[src/rtl/rowseq_pkg.sv]
package rowseq_pkg;

  typedef enum logic [2:0] {
    SEQ_IDLE,
    SEQ_DELAY,
    SEQ_INTEG,
    SEQ_ROW,
    SEQ_GUARD
  } seqState_t;

  // strobes from the control FSM to the datapath
  typedef struct packed {
    logic frameStart;  // trigger accepted, new frame begins
    logic capture;     // last cycle of a mux slot: latch all lanes
    logic rowZero;     // current row is row 0
    logic lastStep;    // current mux step is the final one
  } seqStrobe_t;

  localparam logic [1:0] CFG_GAIN   = 2'd0;
  localparam logic [1:0] CFG_DELAY  = 2'd1;
  localparam logic [1:0] CFG_WINDOW = 2'd2;
  localparam logic [1:0] CFG_GUARD  = 2'd3;

endpackage

[src/rtl/seqCfg.sv]
module seqCfg
  import rowseq_pkg::*;
#(
  parameter int CFG_W  = 16,
  parameter int GAIN_W = 3
) (
  input  logic              clk,
  input  logic              rstN,
  input  logic              cfgWe,
  input  logic [1:0]        cfgAddr,
  input  logic [CFG_W-1:0]  cfgWdata,
  output logic [GAIN_W-1:0] gainSel,
  output logic [CFG_W-1:0]  delayVal,
  output logic [CFG_W-1:0]  windowVal,
  output logic [CFG_W-1:0]  guardVal
);

  always_ff @(posedge clk) begin
    if (!rstN) begin
      gainSel   <= '0;
      delayVal  <= '0;
      windowVal <= '0;
      guardVal  <= '0;
    end else if (cfgWe) begin
      unique case (cfgAddr)
        CFG_GAIN:   gainSel   <= cfgWdata[GAIN_W-1:0];
        CFG_DELAY:  delayVal  <= cfgWdata;
        CFG_WINDOW: windowVal <= cfgWdata;
        CFG_GUARD:  guardVal  <= cfgWdata;
        default: ;
      endcase
    end
  end

endmodule

[src/rtl/seqCtrl.sv]
module seqCtrl
  import rowseq_pkg::*;
#(
  parameter int NUM_ROWS    = 1024,
  parameter int MUX_STEPS   = 16,
  parameter int SLOT_CYCLES = 8,
  parameter int CFG_W       = 16,
  parameter int DROP_W      = 8,
  localparam int ROW_W      = $clog2(NUM_ROWS),
  localparam int MUX_W      = $clog2(MUX_STEPS),
  localparam int SLOT_W     = $clog2(SLOT_CYCLES + 1)
) (
  input  logic                clk,
  input  logic                rstN,
  input  logic                trigIn,
  input  logic [CFG_W-1:0]    delayVal,
  input  logic [CFG_W-1:0]    windowVal,
  input  logic [CFG_W-1:0]    guardVal,
  output logic                integWin,
  output logic [NUM_ROWS-1:0] rowEnable,
  output logic [MUX_W-1:0]    muxSel,
  output logic [ROW_W-1:0]    rowIdx,
  output logic [DROP_W-1:0]   dropCount,
  output seqStrobe_t          strb
);

  localparam logic [ROW_W-1:0]  ROW_LAST  = ROW_W'(NUM_ROWS - 1);
  localparam logic [MUX_W-1:0]  MUX_LAST  = MUX_W'(MUX_STEPS - 1);
  localparam logic [SLOT_W-1:0] SLOT_LAST = SLOT_W'(SLOT_CYCLES - 1);

  seqState_t         state;
  logic              trigPrev;
  logic              trigEdge;
  logic [CFG_W-1:0]  cnt;
  logic [SLOT_W-1:0] slotCnt;
  logic [MUX_W-1:0]  muxStep;
  logic              rowOn;

  assign trigEdge = trigIn && !trigPrev;
  assign rowOn    = (state == SEQ_ROW);
  assign integWin = (state == SEQ_INTEG);
  assign muxSel   = muxStep;

  assign strb.frameStart = trigEdge && (state == SEQ_IDLE);
  assign strb.capture    = rowOn && (slotCnt == SLOT_LAST);
  assign strb.rowZero    = (rowIdx == '0);
  assign strb.lastStep   = (muxStep == MUX_LAST);

  for (genvar g = 0; g < NUM_ROWS; g++) begin : g_rowDec
    assign rowEnable[g] = rowOn && (rowIdx == ROW_W'(g));
  end

  always_ff @(posedge clk) begin
    if (!rstN) begin
      state     <= SEQ_IDLE;
      trigPrev  <= 1'b0;
      cnt       <= '0;
      slotCnt   <= '0;
      muxStep   <= '0;
      rowIdx    <= '0;
      dropCount <= '0;
    end else begin
      trigPrev <= trigIn;
      if (trigEdge && (state != SEQ_IDLE) && (dropCount != '1))
        dropCount <= dropCount + 1'b1;

      unique case (state)
        SEQ_IDLE: begin
          if (trigEdge) begin
            state <= SEQ_DELAY;
            cnt   <= delayVal;
          end
        end
        SEQ_DELAY: begin
          if (cnt == '0) begin
            state <= SEQ_INTEG;
            cnt   <= windowVal;
          end else begin
            cnt <= cnt - 1'b1;
          end
        end
        SEQ_INTEG: begin
          if (cnt == '0) begin
            state   <= SEQ_ROW;
            rowIdx  <= '0;
            muxStep <= '0;
            slotCnt <= '0;
          end else begin
            cnt <= cnt - 1'b1;
          end
        end
        SEQ_ROW: begin
          if (slotCnt == SLOT_LAST) begin
            slotCnt <= '0;
            if (muxStep == MUX_LAST) begin
              muxStep <= '0;
              if (rowIdx == ROW_LAST) begin
                state <= SEQ_IDLE;
              end else begin
                state <= SEQ_GUARD;
                cnt   <= guardVal;
              end
            end else begin
              muxStep <= muxStep + 1'b1;
            end
          end else begin
            slotCnt <= slotCnt + 1'b1;
          end
        end
        SEQ_GUARD: begin
          if (cnt == '0) begin
            state  <= SEQ_ROW;
            rowIdx <= rowIdx + 1'b1;
          end else begin
            cnt <= cnt - 1'b1;
          end
        end
        default: state <= SEQ_IDLE;
      endcase
    end
  end

endmodule

[src/rtl/seqData.sv]
module seqData
  import rowseq_pkg::*;
#(
  parameter int NUM_ADC    = 8,
  parameter int ADC_CH     = 8,
  parameter int SAMPLE_W   = 12,
  parameter int MUX_STEPS  = 16,
  parameter int ROW_W      = 10,
  parameter int MUX_W      = 4,
  parameter int COL_W      = 10,
  localparam int BEAT_W    = ADC_CH * SAMPLE_W,
  localparam int LANE_BITS = NUM_ADC * BEAT_W,
  localparam int BI_W      = (NUM_ADC > 1) ? $clog2(NUM_ADC) : 1
) (
  input  logic                 clk,
  input  logic                 rstN,
  input  seqStrobe_t           strb,
  input  logic [ROW_W-1:0]     rowIdx,
  input  logic [MUX_W-1:0]     muxStep,
  input  logic [LANE_BITS-1:0] adcData,
  input  logic                 outReady,
  output logic                 outValid,
  output logic [BEAT_W-1:0]    outData,
  output logic [ROW_W-1:0]     outRow,
  output logic [COL_W-1:0]     outCol,
  output logic                 outSof,
  output logic                 outEor,
  output logic                 overflow
);

  localparam logic [BI_W-1:0]  BEAT_LAST = BI_W'(NUM_ADC - 1);
  localparam logic [COL_W-1:0] COL_STEP  = COL_W'(MUX_STEPS * ADC_CH);

  logic [NUM_ADC-1:0][BEAT_W-1:0] shadow;
  logic [ROW_W-1:0] tagRow;
  logic [MUX_W-1:0] tagStep;
  logic             tagSof;
  logic             tagEor;
  logic             pending;
  logic [BI_W-1:0]  beatIdx;

  // capture bank and beat pointer
  always_ff @(posedge clk) begin
    if (!rstN) begin
      shadow  <= '0;
      tagRow  <= '0;
      tagStep <= '0;
      tagSof  <= 1'b0;
      tagEor  <= 1'b0;
      pending <= 1'b0;
      beatIdx <= '0;
    end else if (strb.capture) begin
      shadow  <= adcData;
      tagRow  <= rowIdx;
      tagStep <= muxStep;
      tagSof  <= strb.rowZero && (muxStep == '0);
      tagEor  <= strb.lastStep;
      pending <= 1'b1;
      beatIdx <= '0;
    end else if (pending) begin
      if (beatIdx == BEAT_LAST) pending <= 1'b0;
      beatIdx <= beatIdx + 1'b1;
    end
  end

  // registered stream output, never stalled
  always_ff @(posedge clk) begin
    if (!rstN) begin
      outValid <= 1'b0;
      outData  <= '0;
      outRow   <= '0;
      outCol   <= '0;
      outSof   <= 1'b0;
      outEor   <= 1'b0;
    end else begin
      outValid <= pending;
      outSof   <= pending && tagSof && (beatIdx == '0);
      outEor   <= pending && tagEor && (beatIdx == BEAT_LAST);
      if (pending) begin
        outData <= shadow[beatIdx];
        outRow  <= tagRow;
        outCol  <= COL_W'(tagStep) + COL_W'(beatIdx) * COL_STEP;
      end
    end
  end

  always_ff @(posedge clk) begin
    if (!rstN)                      overflow <= 1'b0;
    else if (outValid && !outReady) overflow <= 1'b1;
    else if (strb.frameStart)       overflow <= 1'b0;
  end

endmodule

[src/rtl/rowReadSeq.sv]
module rowReadSeq
  import rowseq_pkg::*;
#(
  parameter int NUM_ROWS    = 1024,
  parameter int MUX_STEPS   = 16,
  parameter int NUM_ADC     = 8,
  parameter int ADC_CH      = 8,
  parameter int SAMPLE_W    = 12,
  parameter int SLOT_CYCLES = 8,
  parameter int CFG_W       = 16,
  parameter int GAIN_W      = 3,
  parameter int DROP_W      = 8,
  localparam int ROW_W      = $clog2(NUM_ROWS),
  localparam int MUX_W      = $clog2(MUX_STEPS),
  localparam int COL_W      = $clog2(MUX_STEPS * NUM_ADC * ADC_CH),
  localparam int BEAT_W     = ADC_CH * SAMPLE_W,
  localparam int LANE_BITS  = NUM_ADC * BEAT_W
) (
  input  logic                 clk,
  input  logic                 rstN,
  input  logic                 cfgWe,
  input  logic [1:0]           cfgAddr,
  input  logic [CFG_W-1:0]     cfgWdata,
  input  logic                 trigIn,
  output logic [GAIN_W-1:0]    gainSel,
  output logic                 integWin,
  output logic [NUM_ROWS-1:0]  rowEnable,
  output logic [MUX_W-1:0]     muxSel,
  input  logic [LANE_BITS-1:0] adcData,
  output logic                 outValid,
  input  logic                 outReady,
  output logic [BEAT_W-1:0]    outData,
  output logic [ROW_W-1:0]     outRow,
  output logic [COL_W-1:0]     outCol,
  output logic                 outSof,
  output logic                 outEor,
  output logic                 overflow,
  output logic [DROP_W-1:0]    dropCount
);

  logic [CFG_W-1:0] delayVal;
  logic [CFG_W-1:0] windowVal;
  logic [CFG_W-1:0] guardVal;
  logic [ROW_W-1:0] rowIdx;
  seqStrobe_t       strb;

  seqCfg #(.CFG_W(CFG_W), .GAIN_W(GAIN_W)) u_cfg (
    .clk(clk), .rstN(rstN), .cfgWe(cfgWe), .cfgAddr(cfgAddr),
    .cfgWdata(cfgWdata), .gainSel(gainSel), .delayVal(delayVal),
    .windowVal(windowVal), .guardVal(guardVal)
  );

  seqCtrl #(
    .NUM_ROWS(NUM_ROWS), .MUX_STEPS(MUX_STEPS), .SLOT_CYCLES(SLOT_CYCLES),
    .CFG_W(CFG_W), .DROP_W(DROP_W)
  ) u_ctrl (
    .clk(clk), .rstN(rstN), .trigIn(trigIn), .delayVal(delayVal),
    .windowVal(windowVal), .guardVal(guardVal), .integWin(integWin),
    .rowEnable(rowEnable), .muxSel(muxSel), .rowIdx(rowIdx),
    .dropCount(dropCount), .strb(strb)
  );

  seqData #(
    .NUM_ADC(NUM_ADC), .ADC_CH(ADC_CH), .SAMPLE_W(SAMPLE_W),
    .MUX_STEPS(MUX_STEPS), .ROW_W(ROW_W), .MUX_W(MUX_W), .COL_W(COL_W)
  ) u_data (
    .clk(clk), .rstN(rstN), .strb(strb), .rowIdx(rowIdx), .muxStep(muxSel),
    .adcData(adcData), .outReady(outReady), .outValid(outValid),
    .outData(outData), .outRow(outRow), .outCol(outCol), .outSof(outSof),
    .outEor(outEor), .overflow(overflow)
  );

endmodule

[config.mk]
export PLATFORM = sky130hd
export DESIGN_NAME = rowReadSeq
export DESIGN_NICKNAME = d
export VERILOG_FILES = /design/src/rtl/rowseq_pkg.sv /design/src/rtl/seqCfg.sv /design/src/rtl/seqCtrl.sv /design/src/rtl/seqData.sv /design/src/rtl/rowReadSeq.sv
export SDC_FILE = /design/constraint.sdc
export NUM_CORES = 2
export LEC_CHECK = 0
export BUFFER_PORTS_ARGS = -buffer_cell sky130_fd_sc_hd__buf_2
export CORE_AREA = 3 3 760 762
export CTS_CLUSTER_DIAMETER = 80
export DETAILED_ROUTE_END_ITERATION = 16
export DIE_AREA = 0 0 763 765
export SKIP_LAST_GASP = 1
export SLEW_MARGIN = 20
export SYNTH_ARGS = -nofsm -noshare
export SYNTH_HDL_FRONTEND = slang
export SYNTH_SLANG_ARGS = --single-unit
[constraint.sdc]
create_clock -name clk -period 2.4 [get_ports clk]
set_clock_uncertainty 0.15 [all_clocks]
set_input_delay 0.12 -clock clk [delete_from_list [all_inputs] [get_ports clk]]
set_output_delay 0.12 -clock clk [all_outputs]
set_load 0.05 [all_outputs]
==> After elaboration in Yosys (flattened, before gate mapping) <==
Cells that the tools add are included.
{ "totals": {"register_bits": 1005, "inputBits": 791, "wordCells": 2173} }
{ "classes": {"eq_ne": 1043, "add_sub_neg": 7, "mux": 30, "n_bitwise": 1, "n_reduce_logical": 1059, "n_lt_le_gt_ge": 1} }
{ "op_table": {"columns": ["operator", "count"], "rows": [
  ["10-bit equality test (second input constant)", 512],
  ["10-bit by 9-bit equality test with 1-bit output (second input constant)", 256],
  ["10-bit by 8-bit equality test with 1-bit output (second input constant)", 128],
  ["1-bit logical AND", 1035],
  ["10-bit by 7-bit equality test with 1-bit output (second input constant)", 64],
  ["10-bit by 6-bit equality test with 1-bit output (second input constant)", 32],
  ["96-bit binary-select mux with 3-bit select", 1],
  ["10-bit by 5-bit equality test with 1-bit output (second input constant)", 16],
  ["16-bit two-way mux", 6],
  ["96-bit two-way mux", 1],
  ["10-bit by 4-bit equality test with 1-bit output (second input constant)", 8],
  ["16-bit case mux with 4 select lines", 1],
  ["10-bit by 3-bit equality test with 1-bit output (second input constant)", 4],
  ["10-bit by 2-bit equality test with 1-bit output (second input constant)", 2],
  ["10-bit two-way mux", 2],
  ["10-bit case mux with 2 select lines", 1],
  ["3-bit two-way mux", 6],
  ["16-bit logical NOT", 1],
  ["4-bit two-way mux", 4],
  ["4-bit case mux with 2 select lines", 2],
  ["16-bit by 1-bit subtractor with 16-bit output (second input constant)", 1],
  ["2-bit by 1-bit inequality test with 1-bit output (second input constant)", 6],
  ["3-bit case mux with 4 select lines", 1],
  ["10-bit by 1-bit adder with 10-bit output (second input constant)", 1],
  ["30 further kinds", 50]
]} }

==> Depth between registers and ports, before layout <==
{ "logic_depth": {"word_depth": 5, "depth_mapped": 9} }

==> Hierarchy <==
A second synthesis with hierarchy kept.
{ "unflattened": {"hier_cells": 5557, "area_unflattened_um2": 49912.9} }
{ "by_module_without_submodules": {"columns": ["mod", "area_per_inst_um2", "n_inst", "cells_each"], "rows": [
  ["seqData", 39339.0, 1, 3488],
  ["seqCtrl", 8682.1, 1, 1884],
  ["seqCfg", 1891.8, 1, 185]
]} }

==> Least setup slack after synthesis <==
No wires, ideal clock.
{ "synth_path": {"kind": "reg2out", "from": "register u_ctrl.rowIdx[4]", "to": "output port rowEnable[304]", "slack_ps": -140, "arrival_time_ps": 2270, "required_ps": 2130, "n_path_buf": 2, "path_stages_with_launch": 7, "cell_sequence": "dfxtp_1 -> clkbuf_1 -> nand2_1 -> nor3_1 -> clkbuf_1 -> nand2_1 -> nor2_1"} }
{ "synth_via": {"elab_chain_len": 2} }
{ "synth_lines": {"columns": ["item", "line_no", "rtl"], "rows": [
  ["start, declared", "seqCtrl.sv:22", "output logic [ROW_W-1:0] rowIdx,"],
  ["start signal, assigned", "seqCtrl.sv:113", "rowIdx <= rowIdx + 1'b1;"],
  ["10-bit by 9-bit equality test with 1-bit output", "seqCtrl.sv:50", "assign rowEnable[g] = rowOn && (rowIdx == ROW_W'(g));"],
  ["1-bit logical AND", "seqCtrl.sv:50", null],
  ["end, declared", "rowReadSeq.sv:27", "output logic [NUM_ROWS-1:0] rowEnable,"]
]} }
Every way passes these cells.

==> Worst setup path in the final report <==
{ "layout_path": {"from": "register u_ctrl.rowIdx[1]", "to": "output port rowEnable[626]"} }
{ "layout_via": {"elab_chain_len": 2} }
{ "layout_lines": {"columns": ["item", "line_no"], "rows": [
  ["10-bit equality test", "seqCtrl.sv:50"],
  ["1-bit logical AND", "seqCtrl.sv:50"]
]} }
Every way passes these cells.

==> impl_results.md <==
- Status: finished with violations
- Failing checks: negative setup slack
- Period utilization: 1.272
- Port bufs: 1,947
- Vias post-DR: 69,230
- Total wire length: 606,500 um
- Initial antenna violation count: 232
- Slew headroom: 0.4542
- FF-to-FF End: u_data.shadow[149]
- Clock share of power: 0.451
- Register bit total from synthesis: 1,002
- Worst EP arrival: 2.78 ns
- GPL Wtd Cong: 1.013
- Yosys top cell by area: dfxtp_1
- Chip height: 765 um
- Leakage: 0.04130 uW
- Area delta synth->final: 129.4%
- Most common cell in the netlist: nand2_1
- Routed Antenna Nets: 0
- Crit path time final: 3.052 ns
- Worst-Margin Slew: 0.8186 ns
- Area of the mapped netlist: 49,070 um2
- Pin count of the biggest net entering global routing: 179
- Power share of the combinational group: 0.188
- DRT iter0 DRCs: 6,705
- Area contributors post-synth: dfxtp_1, nand2_1, a21boi_0
- EDFF count, synth: 0
- Yosys top cell area share: 0.4088
- Worst setup EP type: primary output
- H-Tree Depth: 4
- Sw frac: 0.2886
- CTS tree: built
- Final Hold Fails: 0
- Placed cells: 16,050
- Critical path class: reg -> out
- Fill cells: 61,870
- CTS root buf: clkbuf_16
- Synthesis Warnings: 0
- DIE WIDTH: 763 um
- Crit Reg-Reg Startpoint: u_ctrl.state[1]
- Max cap viols: 0
- Largest family of logic cells by synthesized area: simple AND/OR/NAND/NOR gates
- DRC violations left: 0
- Synth cell types: 61
- Worst min path class: in -> reg
- First-pass GRT wire length: 737,700 um
- I/O Pins: 1,951
- Core area: 572,200 um2
- Post-DR wirelength/cell: 33.40 um
- DRT Pass-1 Iters: 6
- RSZ-0062 raised after global routing: true
- Register-to-register setup slack: -0.28 ns
- Worst Reg2Reg Path Length in Cells: 8
- Final setup violation count: 1,087
- Total CTS buffers: 136
- Total Routing Usage GR: 0.1956
- Share of cells above drive strength 1: 0.3963
- Startpoint Class: flop
- Achievable Freq: 327.6 MHz
- Data required, critical path: 2.13 ns
- Simple-gate area share of the yosys netlist: 0.2601
- Cells after Synth: 6,275
- Pwr dens: 418.9 nW/um2
- Avg Cell Area, Syn: 7.819 um2
- Crit path to: rowEnable[626]
- Synth Area in Compound Gates: 0.1639
- Pint: 33,530 uW
- Post-synth top cells: nand2_1, nor2_1, dfxtp_1
- Starting Density: 0.08575
- Xor and xnor area share after synthesis: 0.004820
- Mux contribution to synthesized area: 0.1132
- Worst skew pair latency: 0.85 ns
- Clock Pin Slew Worst Setup and Hold Paths: 0.06 ns
- Final Non-Filler Cells: 18,160
- Final nets: 11,110
- Vias in the first global route: 67,180
- Die ar.: 583,700 um2
- Max IR drop VDD: 0.0005105 V
- CP Max Fanout: 8
- Overflow after GRT: 0
- Switch Pwr: 13,600 uW
- Pins Over Slew Limit: 0
- Final worst setup slack: -0.6521 ns
- CTS sink cnt: 1,002
- Seq/Total Area, Yosys: 0.4088
- Share of flip-flops with an asynchronous set or reset: 0
- Setup TNS: -516.55 ns
- Ys flop type: dfxtp_1
- Max clock buf depth: 4
- Critical path origin: u_ctrl.rowIdx[1]
- DP HPWL: 471,100 um
- Synth Area in Adders: 0.003519
- Sequential share of power: 0.360
- Row count: 278
- Routed vias/inst: 3.812
cell families (layout without fill, tap and decap cells):
| kind of cell | Yosys count | count (layout) |
|---|---|---|
| flip-flops | 1002 | 1002 |
| AND/OR/NAND/NOR | 3284 | 3284 |
| XOR/XNOR | 27 | 27 |
| AO/OA/AOI/OAI | 1055 | 1055 |
| multiplexers | 315 | 315 |
| other | 1 | 198 |
| adder cells (fa/ha/maj) | 14 | 14 |
| buffers and inverters | 577 | 4704 |
registers in the layout (all words and copies together) (netlist names), 16 cells and up:
name,count
u_cfg.windowVal,16
u_data.outData,96
u_cfg.delayVal,16
u_cfg.guardVal,16
u_ctrl.cnt,16
u_data.shadow,768
area by class of cell:
type / count / area (um2) / share of cell area
timing repair buffer: 4460 / 47010 / 0.4177
antenna: 195 / 488.0 / 0.004336
clock inverter: 57 / 703.2 / 0.006249
tap: 7560 / 9459 / 0.08406
sequential: 1002 / 20110 / 0.1787
clock buffer: 177 / 3790 / 0.03368
multi-input combinational: 4698 / 30930 / 0.2748
inverter: 10 / 45.04 / 0.0004003
worst max-delay path: stages (launching register included):
cell and delay, ns:
dfxtp_4 0.40, buf_6 0.13, ha_4 0.16, and2_4 0.22
buf_12 0.20, nand2_1 0.21, buf_4 0.25, nor2_1 0.23
buf_12 0.18
repair_timing:
item / 4_1_cts / 5_1_grt
hold endpoints to repair: 952 / 0
endpoints found under the setup margin: 1039 / 1326
resized for setup: 1239 / 644
hold buffers: 1476 / 0
gates cloned: 52 / 26
pin swaps: 149 / 59
buffers inserted: 69 / 68
how the worst min path moves through the flow:
stage | startpoint | to | slack [ns] | depth (start not counted)
after detailed placement | trigIn | u_ctrl.trigPrev | 0.22 | 2
after floorplan | trigIn | u_ctrl.trigPrev | 0.09 | 1
final | adcData[420] | u_data.shadow[420] | 0.08 | 4
after global placement | trigIn | u_ctrl.trigPrev | 0.22 | 2
after global routing | adcData[243] | u_data.shadow[243] | 0.03 | 4
after CTS | adcData[420] | u_data.shadow[420] | 0.0004 | 4
routing by layer:
metal | track usage | vias to the layer above | wire length (um)
li1 | - | 28960 | -
met3 | 0.06379 | 2009 | 52800
met2 | 0.3271 | 4887 | 283500
met4 | 0.2052 | 100 | 79150
met5 | 0.0004915 | - | 1004
met1 | 0.1833 | 33270 | 190000
metrics by stage:
step           instance area (um2)  worst slack, ns    util  hold slack (ns)  total power [uW]
2_1_floorplan                49640          -0.1401       -          0.09171             20540
3_3_place_gp                 83040          -0.8368  0.1451           0.2183             23630
3_5_place_dp                 83060          -0.2318  0.1452           0.2227             23610
4_1_cts                     108700          -0.7186  0.1900        0.0004424             47350
5_1_grt                     112300          -0.7515  0.1963          0.03171             48730
6_report                    112500          -0.6521  0.1967          0.08461             47140
power by group through the flow:
stage | registers (uW) | clock network, uW | logic [uW]
finish | 17000 | 21300 | 8880
global route | 17000 | 22300 | 9440
CTS | 17000 | 21800 | 8590
detailed placement | 17300 | 0 | 6260
global placement | 17300 | 0 | 6280
floorplan | 17400 | 0 | 3150
cell usage in the layout, fill, tap and decap left out, drive strengths merged, types with 8 or more instances in the layout:
cell,instances
o211ai,12
a21oi,33
a21boi,839
ha,13
o21ai,32
and3,10
nand2,2060
nor4,8
mux4,192
mux2i,123
nand3,16
dlygate4sd3,1476
nand4,9
buf,2952
xnor2,14
nand2b,11
inv,28
bufinv,9
clkinv,26
and2,26
o22ai,15
nor2,1068
o211a,97
nor2b,33
clkbuf,208
nor3,18
diode,195
dfxtp,1002
xor2,13
No activity file was read; power rests on OpenSTA's default activity.
